==> src/rtl/pmux_pkg.sv <==
package pmux_pkg;
  typedef enum logic [1:0] {
    FK_IN    = 2'b00,
    FK_OUT   = 2'b01,
    FK_BIDIR = 2'b10,
    FK_NONE  = 2'b11
  } fn_kind_e;

  function automatic int unsigned sel_width(input int unsigned nfuncs);
    return (nfuncs > 1) ? $clog2(nfuncs) : 1;
  endfunction
endpackage

==> src/rtl/pmux_rst_sync.sv <==
module pmux_rst_sync (
  input  logic clk,
  input  logic rst_ni,
  output logic rst_no
);
  logic [1:0] sync_q;
  logic [1:0] sync_d;

  always_comb sync_d = {sync_q[0], 1'b1};

  always_ff @(posedge clk or negedge rst_ni) begin
    if (!rst_ni) sync_q <= 2'b00;
    else         sync_q <= sync_d;
  end

  assign rst_no = sync_q[1];
endmodule

==> src/rtl/pmux_sel_bank.sv <==
module pmux_sel_bank #(
  parameter int unsigned NUM_PADS = 4,
  parameter int unsigned SEL_W    = 2,
  parameter int unsigned ADDR_W   = 8,
  parameter int unsigned DATA_W   = 32,
  parameter int unsigned IDX_HI   = 4,
  parameter int unsigned IDX_LO   = 2
) (
  input  logic                           clk,
  input  logic                           rst_n,
  input  logic                           wr_en_i,
  input  logic [ADDR_W-1:0]              wr_addr_i,
  input  logic [DATA_W-1:0]              wr_data_i,
  output logic                           wr_ok_o,
  input  logic [ADDR_W-1:0]              rd_addr_i,
  output logic [DATA_W-1:0]              rd_data_o,
  output logic                           rd_err_o,
  output logic [NUM_PADS-1:0][SEL_W-1:0] sel_o
);
  localparam int unsigned IDX_W = IDX_HI - IDX_LO + 1;

  logic [IDX_W-1:0]              widx, ridx;
  logic [NUM_PADS-1:0][SEL_W-1:0] sel_q, sel_d;
  logic [NUM_PADS-1:0]           reg_en;
  logic                          wr_hit, rd_hit;

  assign widx   = wr_addr_i[IDX_HI:IDX_LO];
  assign ridx   = rd_addr_i[IDX_HI:IDX_LO];
  assign wr_hit = int'(widx) < int'(NUM_PADS);
  assign rd_hit = int'(ridx) < int'(NUM_PADS);

  // next state: per-register clock enables from the decoded index
  always_comb begin
    sel_d = sel_q;
    for (int p = 0; p < int'(NUM_PADS); p++) begin
      reg_en[p] = wr_en_i && (int'(widx) == p);
      if (reg_en[p]) sel_d[p] = wr_data_i[SEL_W-1:0];
    end
  end

  always_ff @(posedge clk or negedge rst_n) begin
    if (!rst_n)      sel_q <= '0;
    else if (|reg_en) sel_q <= sel_d;
  end

  always_comb begin
    rd_data_o = '0;
    for (int p = 0; p < int'(NUM_PADS); p++)
      if (int'(ridx) == p) rd_data_o = DATA_W'(sel_q[p]);
  end

  assign rd_err_o = !rd_hit;
  assign wr_ok_o  = wr_hit;
  assign sel_o    = sel_q;


  miss_hold_chk: assert property (@(posedge clk) disable iff (!rst_n)
    (wr_en_i && !wr_ok_o) |=> $stable(sel_q));


  miss_zero_chk: assert property (@(posedge clk) disable iff (!rst_n)
    rd_err_o |-> (rd_data_o == '0));

  for (genvar p = 0; p < NUM_PADS; p++) begin : g_store

    wr_store_chk: assert property (@(posedge clk) disable iff (!rst_n)
      (wr_en_i && int'(widx) == p) |=> (sel_q[p] == $past(wr_data_i[SEL_W-1:0])));
  end
endmodule

==> src/rtl/pmux_pad_route.sv <==
module pmux_pad_route
  import pmux_pkg::*;
#(
  parameter int unsigned             NUM_FUNCS = 3,
  parameter int unsigned             SEL_W     = 2,
  parameter logic [2*NUM_FUNCS-1:0]  KINDS     = '0
) (
  input  logic                 clk,
  input  logic                 rst_n,
  input  logic [SEL_W-1:0]     sel_i,
  input  logic                 pad_in_i,
  input  logic [NUM_FUNCS-1:0] fn_out_i,
  input  logic [NUM_FUNCS-1:0] fn_oe_i,
  output logic                 pad_out_o,
  output logic                 pad_oe_o,
  output logic [NUM_FUNCS-1:0] fn_in_o
);
  logic [NUM_FUNCS-1:0] hit;
  logic [NUM_FUNCS-1:0] drv_out, drv_oe;

  for (genvar f = 0; f < NUM_FUNCS; f++) begin : g_fn
    localparam fn_kind_e KIND = fn_kind_e'(KINDS[2*f +: 2]);
    assign hit[f] = (int'(sel_i) == f);
    if (KIND == FK_BIDIR) begin : g_bidir
      assign drv_out[f] = hit[f] & fn_out_i[f];
      assign drv_oe[f]  = hit[f] & fn_oe_i[f];
      assign fn_in_o[f] = hit[f] & pad_in_i;
    end else if (KIND == FK_OUT) begin : g_out
      assign drv_out[f] = hit[f] & fn_out_i[f];
      assign drv_oe[f]  = hit[f];
      assign fn_in_o[f] = 1'b0;
    end else if (KIND == FK_IN) begin : g_in
      assign drv_out[f] = 1'b0;
      assign drv_oe[f]  = 1'b0;
      assign fn_in_o[f] = hit[f] & pad_in_i;
    end else begin : g_none
      assign drv_out[f] = 1'b0;
      assign drv_oe[f]  = 1'b0;
      assign fn_in_o[f] = 1'b0;
    end
  end

  // at most one hit bit is set, so OR-reduction acts as the mux
  assign pad_out_o = |drv_out;
  assign pad_oe_o  = |drv_oe;


  sel_range_chk: assert property (@(posedge clk) disable iff (!rst_n)
    (int'(sel_i) >= int'(NUM_FUNCS)) |-> (!pad_out_o && !pad_oe_o && fn_in_o == '0));


  single_in_chk: assert property (@(posedge clk) disable iff (!rst_n)
    $onehot0(fn_in_o));
endmodule

==> src/rtl/pad_route_mux.sv <==
module pad_route_mux
  import pmux_pkg::*;
#(
  parameter int unsigned NUM_PADS  = 4,
  parameter int unsigned NUM_FUNCS = 3,
  parameter int unsigned ADDR_W    = 8,
  parameter int unsigned DATA_W    = 32,
  parameter int unsigned IDX_HI    = 4,
  parameter int unsigned IDX_LO    = 2,
  parameter logic [2*NUM_PADS*NUM_FUNCS-1:0] FN_KINDS = 24'h186186
) (
  input  logic                          clk,
  input  logic                          rst_ni,
  input  logic                          wr_en_i,
  input  logic [ADDR_W-1:0]             wr_addr_i,
  input  logic [DATA_W-1:0]             wr_data_i,
  output logic                          wr_ok_o,
  input  logic [ADDR_W-1:0]             rd_addr_i,
  output logic [DATA_W-1:0]             rd_data_o,
  output logic                          rd_err_o,
  input  logic [NUM_PADS-1:0]           pad_in_i,
  output logic [NUM_PADS-1:0]           pad_out_o,
  output logic [NUM_PADS-1:0]           pad_oe_o,
  input  logic [NUM_PADS*NUM_FUNCS-1:0] fn_out_i,
  input  logic [NUM_PADS*NUM_FUNCS-1:0] fn_oe_i,
  output logic [NUM_PADS*NUM_FUNCS-1:0] fn_in_o
);
  localparam int unsigned SEL_W = sel_width(NUM_FUNCS);

  logic                           rst_n;
  logic [NUM_PADS-1:0][SEL_W-1:0] sel;

  pmux_rst_sync u_rst (
    .clk    (clk),
    .rst_ni (rst_ni),
    .rst_no (rst_n)
  );

  pmux_sel_bank #(
    .NUM_PADS (NUM_PADS),
    .SEL_W    (SEL_W),
    .ADDR_W   (ADDR_W),
    .DATA_W   (DATA_W),
    .IDX_HI   (IDX_HI),
    .IDX_LO   (IDX_LO)
  ) u_bank (
    .clk       (clk),
    .rst_n     (rst_n),
    .wr_en_i   (wr_en_i),
    .wr_addr_i (wr_addr_i),
    .wr_data_i (wr_data_i),
    .wr_ok_o   (wr_ok_o),
    .rd_addr_i (rd_addr_i),
    .rd_data_o (rd_data_o),
    .rd_err_o  (rd_err_o),
    .sel_o     (sel)
  );

  for (genvar p = 0; p < NUM_PADS; p++) begin : g_pad
    pmux_pad_route #(
      .NUM_FUNCS (NUM_FUNCS),
      .SEL_W     (SEL_W),
      .KINDS     (FN_KINDS[2*NUM_FUNCS*p +: 2*NUM_FUNCS])
    ) u_route (
      .clk       (clk),
      .rst_n     (rst_n),
      .sel_i     (sel[p]),
      .pad_in_i  (pad_in_i[p]),
      .fn_out_i  (fn_out_i[NUM_FUNCS*p +: NUM_FUNCS]),
      .fn_oe_i   (fn_oe_i[NUM_FUNCS*p +: NUM_FUNCS]),
      .pad_out_o (pad_out_o[p]),
      .pad_oe_o  (pad_oe_o[p]),
      .fn_in_o   (fn_in_o[NUM_FUNCS*p +: NUM_FUNCS])
    );
  end
endmodule

==> config.mk <==
export PLATFORM = sky130hd
export DESIGN_NAME = pad_route_mux
export DESIGN_NICKNAME = d
export VERILOG_FILES = /design/src/rtl/pmux_pkg.sv /design/src/rtl/pmux_rst_sync.sv /design/src/rtl/pmux_sel_bank.sv /design/src/rtl/pmux_pad_route.sv /design/src/rtl/pad_route_mux.sv
export SDC_FILE = /design/constraint.sdc
export NUM_CORES = 1
export LEC_CHECK = 0
export ABC_AREA = 0
export BUFFER_PORTS_ARGS = -buffer_cell sky130_fd_sc_hd__buf_2
export CAP_MARGIN = 40
export CELL_PAD_IN_SITES_DETAIL_PLACEMENT = 0
export CELL_PAD_IN_SITES_GLOBAL_PLACEMENT = 1
export CORE_MARGIN = 2
export CORE_UTILIZATION = 17
export CTS_BUF_LIST = sky130_fd_sc_hd__clkbuf_16
export DETAILED_ROUTE_END_ITERATION = 12
export PLACE_DENSITY = 0.82
export SLEW_MARGIN = 20
export SYNTH_ARGS = -nofsm -noshare
export SYNTH_HDL_FRONTEND = slang
export SYNTH_SLANG_ARGS = --single-unit
export TNS_END_PERCENT = 20
==> constraint.sdc <==
create_clock -name clk -period 1.2 [get_ports clk]
set_clock_uncertainty 0.1 [all_clocks]
set_input_delay 0.06 -clock clk [delete_from_list [all_inputs] [get_ports clk]]
set_output_delay 0.06 -clock clk [all_outputs]
set_load 0.02 [all_outputs]
Word level (Yosys, flattened, before mapping). Cells that the tools add are included. Widths: inputs -> output; s select.

Flip-flop bits (word level): 10. Input port bits: 79. Output and inout bits: 54. Logic and storage cells: 69.

$lt $le $gt $ge: 2. Equal/unequal tests: 14. Mux-type cells: 4. Bitwise logic cells: 20. Reduce and logical (&&, ||, !) cells: 24.

Operators by type and width (number): $and 1x1->1 (20); $eq 2x2->1 const B (8); $reduce_or 2->1 (8); $eq 3x3->1 const B (4); $logic_not 2->1 (4); $mux 2 (4); $reduce_and 2->1 (4); $eq 3x2->1 const B (2); $logic_not 3->1 (2); $lt 3x3->1 const B (2); $logic_and 1x1->1 (4); $reduce_or 4->1 (1); $logic_not 1->1 (1).

Logic depth before layout (Yosys ltp). Gate-level depths: netlist (run 1).

Word-level depth: 5. Gate-level depth with buffers: 3. Gate-level depth less buffers: 2.

Cells and area by module. From an unflattened synthesis (run 1), not the netlist that was laid out.

Cells, all modules: 92. Area, all modules: 890.9 µm².

By module, submodules not included: pmux_sel_bank (instances 1, cells an instance 57, area an instance 636.9 µm², sequential area each 200.2 µm²); pmux_pad_route (instances 4, cells an instance 8, area an instance 50.0 µm², sequential area each 0.0 µm²); pmux_rst_sync (instances 1, cells an instance 3, area an instance 53.8 µm², sequential area each 50.0 µm²).

Worst setup path before layout (run 1). OpenSTA, ideal clock, no wires.

Path type: reg2out. Start: reg u_bank.sel_q (netlist bit u_bank.sel_o[6]). End: out rd_data_o[0]. Data arrival time: 1.056 ns. Required time: 1.040 ns. Path slack: -0.016 ns. Stages on the path, launching flop included: 3. Buffers on the path: 0. Cells stage by stage: dfrtp_1 -> mux4_2 -> nor2b_1.

Word-level cells in the longest chain between the ends: 1.

RTL lines: start, declared (line pmux_sel_bank.sv:23) `logic [NUM_PADS-1:0][SEL_W-1:0] sel_q, sel_d;`; start signal, assigned (line pmux_sel_bank.sv:43) `else if (|reg_en) sel_q <= sel_d;`; $mux 2 (line pmux_sel_bank.sv:49) `if (int'(ridx) == p) rd_data_o = DATA_W'(sel_q[p]);`; end, declared (line pad_route_mux.sv:19) `output logic [DATA_W-1:0] rd_data_o,`.

Every way passes these cells.

Final worst setup path (run 1).
Start: reg u_bank.sel_q (netlist bit u_bank.sel_o[0]). End: out rd_data_o[0].

Word-level cells in the longest chain between the ends: 4.

RTL lines (line): $mux 2 (4 in series) (pmux_sel_bank.sv:49).

Every way passes these cells.

==> impl_metrics.json, run 1 <==
{
  "status": "finished with violations",
  "violations": "negative setup slack",
  "grt_max_degree": 9,
  "ir_drop_v": 0.0004131,
  "synth_adder_area_share": 0,
  "drive_gt1_frac": 0.5068,
  "portBuffers": 46,
  "cts_sinks": 10,
  "clk_pin_slew_ps": 40,
  "grt_pass1_vias": 581,
  "die_area_mm2": 0.006084,
  "synth-seq-area-share": 0.2688,
  "nets": 228,
  "htree_levels": 1,
  "tns_ps": -1751,
  "cts_buffers": 3,
  "synth_top_family_by_area": "buffers and inverters",
  "cp-start-kind": "flip-flop",
  "critPathRequiredTime_ps": 1040,
  "worstSetupEndpointType": "output port",
  "hold_violations": 0,
  "synth-compound-area-share": 0,
  "first_pass_iters": 2,
  "synth.area.mux_share": 0.1882,
  "finalWorstSetupSlack_ps": -314.4,
  "ctsRootBufferMaster": "clkbuf_16",
  "cap_violations": 0,
  "ios": 133,
  "core-area_mm2": 0.005205,
  "path_delay_family": "multiplexers",
  "r2r_start": "u_bank.sel_o[5]",
  "fp-row-count": 26,
  "syn-cell-area_um2": 930.9,
  "clk_path_buf_depth": 2,
  "r2r_cells": 3,
  "antenna_cells": 0,
  "antenna_found_initial": 0,
  "dpl.hpwl_um": 1655,
  "viasPerCell": 3.372,
  "min_path_type": "input port to flip-flop",
  "drcViolationCount": 0,
  "report.final.setup_viol": 16,
  "total_power_mw": 1.957,
  "drtIter0Drc": 5,
  "start_util": 0.1788,
  "vias": 735,
  "cts_tree": "built",
  "reg2reg_slack_ps": 80,
  "placed_area_mm2": 0.001117,
  "powerDensity_mw_per_mm2": 1455,
  "rr_endpoint": "u_bank.sel_o[5]",
  "worstHoldStart": "wr_data_i[0]",
  "totalWireLength_um": 2032,
  "fp.dieW_um": 78,
  "syn_to_final_growth_pct": 44.49,
  "rsz0062_at_grt": "true",
  "min_to": "u_bank.sel_o[2]",
  "crit_path_cell_trace": "mux4_2 -> nor2b_4 -> buf_6",
  "crit_buf_inv": 1,
  "ys_types": 15,
  "drt.antenna.violating_nets": 0,
  "period_minus_slack_ps": 1514,
  "critical_path.max_stage_delay_ps": 460,
  "globalplace.congestion": 0.7034,
  "synth_xor_xnor_area_share": 0,
  "hold_depth": 2,
  "p_leak_nw": 0.7075,
  "synth-seq-cells": 10,
  "clock_latency_ps": 230,
  "fin_crit_sh": 1.262,
  "synth-simple-area-share": 0.1841,
  "grtUsageTotal": 0.06391,
  "slowest_stage": "mux4_2",
  "routedWlPerCell_um": 9.321,
  "cp_max_fo": 2,
  "startpoint": "u_bank.sel_o[0]",
  "dieHeight_um": 78,
  "overflow": 0,
  "cp.arrival_ps": 1350,
  "maxSlewViolCount": 0,
  "syn_inst": 96,
  "yosysWarnings": 0,
  "final_area_mm2": 0.001345,
  "grt_pass1_wl_um": 2835,
  "syn_area_per_cell_um2": 9.697,
  "crit_type": "flip-flop to output port",
  "timing.fmax_mhz": 660.3
}
[per-layer routing]
layer | wire length [um] | track usage | vias to the layer above
li1 | - | - | 349
met1 | 845 | 0.08057 | 338
met2 | 918 | 0.08448 | 44
met3 | 238 | 0.03488 | 4
met4 | 29 | 0.03684 | 0
met5 | 0 | 0 | -
[final cells by class]
class | count | area [um^2]
Clock buffer | 3 | 75.07
Clock inverter | 1 | 3.754
Fill cell | 580 | 3860
Inverter | 1 | 3.754
Multi-Input combinational cell | 75 | 523.0
Sequential cell | 10 | 250.2
Tap cell | 70 | 87.58
Timing Repair Buffer | 58 | 401.6
[flip-flops by register name, summed over array words and instances, names as in the netlist]
signal / count
u_bank.sel_o: 8
u_rst.sync_q: 2
[where the power goes]
group	switching, mW	total, mW	internal (mW)
Combinational	0.472	0.920	0.448
Sequential	0.0471	0.449	0.402
Clock	0.151	0.587	0.436
[worst max-delay path by stage]
stage                         endpoint  slack [ps]  cells past startpoint
after floorplan           rd_data_o[1]          -3                      2
after global placement    rd_data_o[0]         -60                      3
after detailed placement  rd_data_o[0]         -80                      3
after CTS                 rd_data_o[1]        -310                      3
after global routing      rd_data_o[1]        -360                      3
final                     rd_data_o[0]        -310                      3
[synthesized netlist by cell type (all sizes together)]
master  number  area share
conb         2      0.0081
nor2        12       0.048
nor3b        4       0.032
mux4         2       0.048
and3b        4       0.038
nand4b       1      0.0094
inv          1      0.0040
and4bb       2       0.027
mux2         8       0.097
buf         43        0.35
dfrtp       10        0.27
nor2b        2       0.013
mux2i        4       0.043
nor4b        1       0.016
[logic make-up after synthesis]
logic type    Yosys count
buf+inv                44
simple gates           26
mux                    14
flops                  10
other cells             2
[stage by stage]
step                      utilization  hold WS [ps]  worst slack [ps]  cells
after global routing           0.2584         25.57            -360.9    218
final                          0.2584         7.940            -314.4    218
after detailed placement       0.2147        -252.7            -79.33    210
after CTS                      0.2457         4.052            -311.6    215
after floorplan                     -        -335.6            -3.132    129
after global placement         0.2147        -253.4            -64.16    210
[cell usage in the layout (no fill, tap or decap), types with 2 or more instances in the layout]
cell type  count
conb_1        35
mux2_1         4
mux4_2         2
buf_2         31
buf_6         11
and3b_1        4
mux2_2         4
clkbuf_16      3
dfrtp_1       10
nor2_1         9
and4bb_1       2
mux2i_1        4
nor3b_2        4
buf_4         15
nor2_4         2
[timing repair]
| item | 4_1_cts | 5_1_grt |
|---|---|---|
| resized for setup | 22 | 13 |
| pin swaps | 1 | 4 |
| hold endpoints to repair | 2 | 0 |
| setup buffers | 0 | 3 |
| endpoints found under the setup margin | 18 | 18 |
| hold buffers | 1 | 0 |
Note: power is estimated with default switching activity, not from simulation.
==> run 2: changes to the inputs <==
CORE_UTILIZATION = 16   (was 17)
PLACE_DENSITY = 0.81   (was 0.82)
SYNTH_HIERARCHICAL = 1   (was default)
==> run 2 against run 1 <==
Net effect: the run still ends with negative setup slack left; via count down 2.9%; fmax fell by 1.0%; hold slack improved by 13 ps; sequential power hardly changed; utilization down 1.2 points; cell count is 0.46% higher; global-route usage decreased by 0.18 points; routed wire length decreased by 2.5%; largest cell class unchanged; synthesized cell count is 4.2% lower; synthesized area decreased by 4.3%.
==> impl_metrics.json, run 2 <==
{
  "yosysWarnings": 6,
  "fp-row-count": 27,
  "totalWireLength_um": 1981,
  "grt_max_degree": 9,
  "fp.dieW_um": 78.62,
  "power_frac_clock": 0.295,
  "status": "finished with violations",
  "drive_gt1_frac": 0.5306,
  "total_power_mw": 1.924,
  "layout_commonest_cell": "conb_1",
  "violations": "negative setup slack",
  "synth_top_family_by_area": "buffers and inverters",
  "synth-seq-cells": 10,
  "grtUsageTotal": 0.06215,
  "dieHeight_um": 78.62,
  "num-fill-cells": 600,
  "globalplace.congestion": 0.7294,
  "overflow": 0,
  "synth_area_leaders": "buf_4 (29%), dfrtp_1 (28%), mux2_1 (5.1%)",
  "synth_top_area_frac": 0.2949,
  "yosys.area.top_type": "buf_4",
  "timing.fmax_mhz": 653.6,
  "clk_path_buf_depth": 2,
  "synth-compound-area-share": 0,
  "sw_frac_of_total": 0.3391,
  "report.final.setup_viol": 17,
  "first_pass_iters": 2,
  "cp.arrival_ps": 1370,
  "syn_to_final_growth_pct": 50.70,
  "finalWorstSetupSlack_ps": -330.0,
  "syn-cell-area_um2": 890.9,
  "worstSetupEndpointType": "output port",
  "drt.antenna.violating_nets": 0,
  "start_util": 0.1638,
  "synth_edf_count": 0,
  "synth.area.mux_share": 0.1966,
  "cap_violations": 0,
  "p_leak_nw": 0.7012,
  "viasPerCell": 3.260,
  "clk_pin_slew_ps": 40,
  "core-area_mm2": 0.005439,
  "htree_levels": 1,
  "cts_tree": "built",
  "ctsRootBufferMaster": "clkbuf_16",
  "grt_pass1_vias": 603,
  "antenna_cells": 0,
  "ios": 133,
  "drtIter0Drc": 1,
  "dpl.hpwl_um": 1608,
  "cp_max_fo": 2,
  "hold_violations": 0,
  "syn_inst": 92,
  "portBuffers": 46,
  "ys_types": 15,
  "dominantRegCellSynth": "dfrtp_1",
  "nets": 228,
  "powerDensity_mw_per_mm2": 1433,
  "cts_buffers": 3,
  "internal_power_mw": 1.272,
  "min_path_type": "flip-flop to asynchronous set/reset pin",
  "placed_area_mm2": 0.001125,
  "synth-seq-area-share": 0.2809,
  "routedWlPerCell_um": 9.046,
  "cts_sinks": 10,
  "fin_crit_sh": 1.275,
  "synth_adder_area_share": 0,
  "die_area_mm2": 0.006180,
  "async_reset_ff_frac": 1.000,
  "largest_reg_flops": 8,
  "cp-start-kind": "flip-flop",
  "final_area_mm2": 0.001343,
  "synth_common_cells": "buf_4 (35), nor2_1 (12), dfrtp_1 (10)",
  "mostFrequentLayoutCells": "conb_1 (35), buf_2 (32), buf_4 (12), buf_6 (12), dfrtp_1 (10)",
  "clock_latency_ps": 230,
  "drcViolationCount": 0,
  "tns_ps": -1915,
  "p_sw_mw": 0.6525,
  "combPwrFrac": 0.471,
  "synth_xor_xnor_area_share": 0,
  "syn_area_per_cell_um2": 9.683,
  "antenna_found_initial": 0,
  "synth.most_common_cell": "buf_4",
  "vias": 714,
  "critPathRequiredTime_ps": 1040,
  "synth-simple-area-share": 0.1980,
  "rsz0062_at_grt": "true",
  "p_seq_frac": 0.234,
  "ir_drop_v": 0.0006225,
  "grt_pass1_wl_um": 2898,
  "crit_type": "flip-flop to output port",
  "period_minus_slack_ps": 1530,
  "maxSlewViolCount": 0
}
[run 2: changes by cell type after synthesis]
cell,previous run,this run
and3b_1,4,0
and3b_2,0,4
buf_4,43,35
conb_1,2,6
[run 2: logic make-up (layout without fill, tap and decap cells)]
family,count (synthesis),in the layout
multiplexers,14,14
AND/OR/NAND/NOR,26,26
buffers and inverters,36,62
other,6,35
flip-flops,10,10
[run 2: final timing paths]
kind / depth (start not counted) / end / slack (ps) / start
worst min-delay path: 0 / u_bank/sel_o[7] / 20 / u_rst/sync_q[1]
worst max register to register: 3 / u_bank/sel_o[7] / 100 / u_bank/sel_o[7]
worst max-delay path: 3 / rd_data_o[1] / -330 / u_bank/sel_o[7]
max in group asynchronous: 0 / u_bank/sel_o[0] / 740 / u_rst/sync_q[1]
min in group clk: 2 / u_bank/sel_o[4] / 30 / wr_data_i[0]
worst min register to register: 0 / u_bank/sel_o[7] / 20 / u_rst/sync_q[1]
[run 2: final cells by class]
cell class	count	area (um^2)	area share
Sequential cell	10	250.2	0.1864
Tap cell	72	90.09	0.06710
Timing Repair Buffer	58	405.4	0.3020
Inverter	1	3.754	0.002796
Clock buffer	3	75.07	0.05592
Multi-Input combinational cell	75	518.0	0.3858
[run 2: layer usage]
| layer | GRT usage | wire length (um) | vias up |
|---|---|---|---|
| met3 | 0.02184 | 177 | 0 |
| li1 | - | - | 348 |
| met4 | 0.01579 | 0 | 0 |
| met5 | 0 | 0 | - |
| met2 | 0.1077 | 962 | 48 |
| met1 | 0.07268 | 841 | 318 |
[run 2: worst max-delay path, stage by stage (launching register included)]
cell	delay, ps
dfrtp_1	380
mux4_2	470
nor2b_1	140
buf_2	150
[run 2: per-stage QoR]
step           std cells  hold slack (ps)    util  setup WS [ps]
2_1_floorplan        121           -335.6       -         -3.022
3_3_place_gp         212           -249.4  0.2068         -90.23
3_5_place_dp         212           -248.3  0.2068         -92.75
4_1_cts              217            18.10  0.2367         -343.8
5_1_grt              219            19.11  0.2468         -375.5
6_report             219            20.44  0.2468         -330.0
[run 2: power groups by stage]
| stage | Combinational (mW) | Sequential, mW | Clock (mW) |
|---|---|---|---|
| final | 0.906 | 0.450 | 0.568 |
| after global routing | 0.973 | 0.460 | 0.614 |
| after CTS | 0.845 | 0.453 | 0.583 |
| after detailed placement | 0.759 | 0.449 | 0 |
| after global placement | 0.757 | 0.440 | 0 |
| after floorplan | 0.516 | 0.475 | 0 |
[run 2: timing repair]
item,CTS,global route
pin swaps,1,2
hold buffers,2,0
hold endpoints to repair,4,0
buffers inserted,0,2
endpoints found under the setup margin,17,18
gates resized for setup,21,12
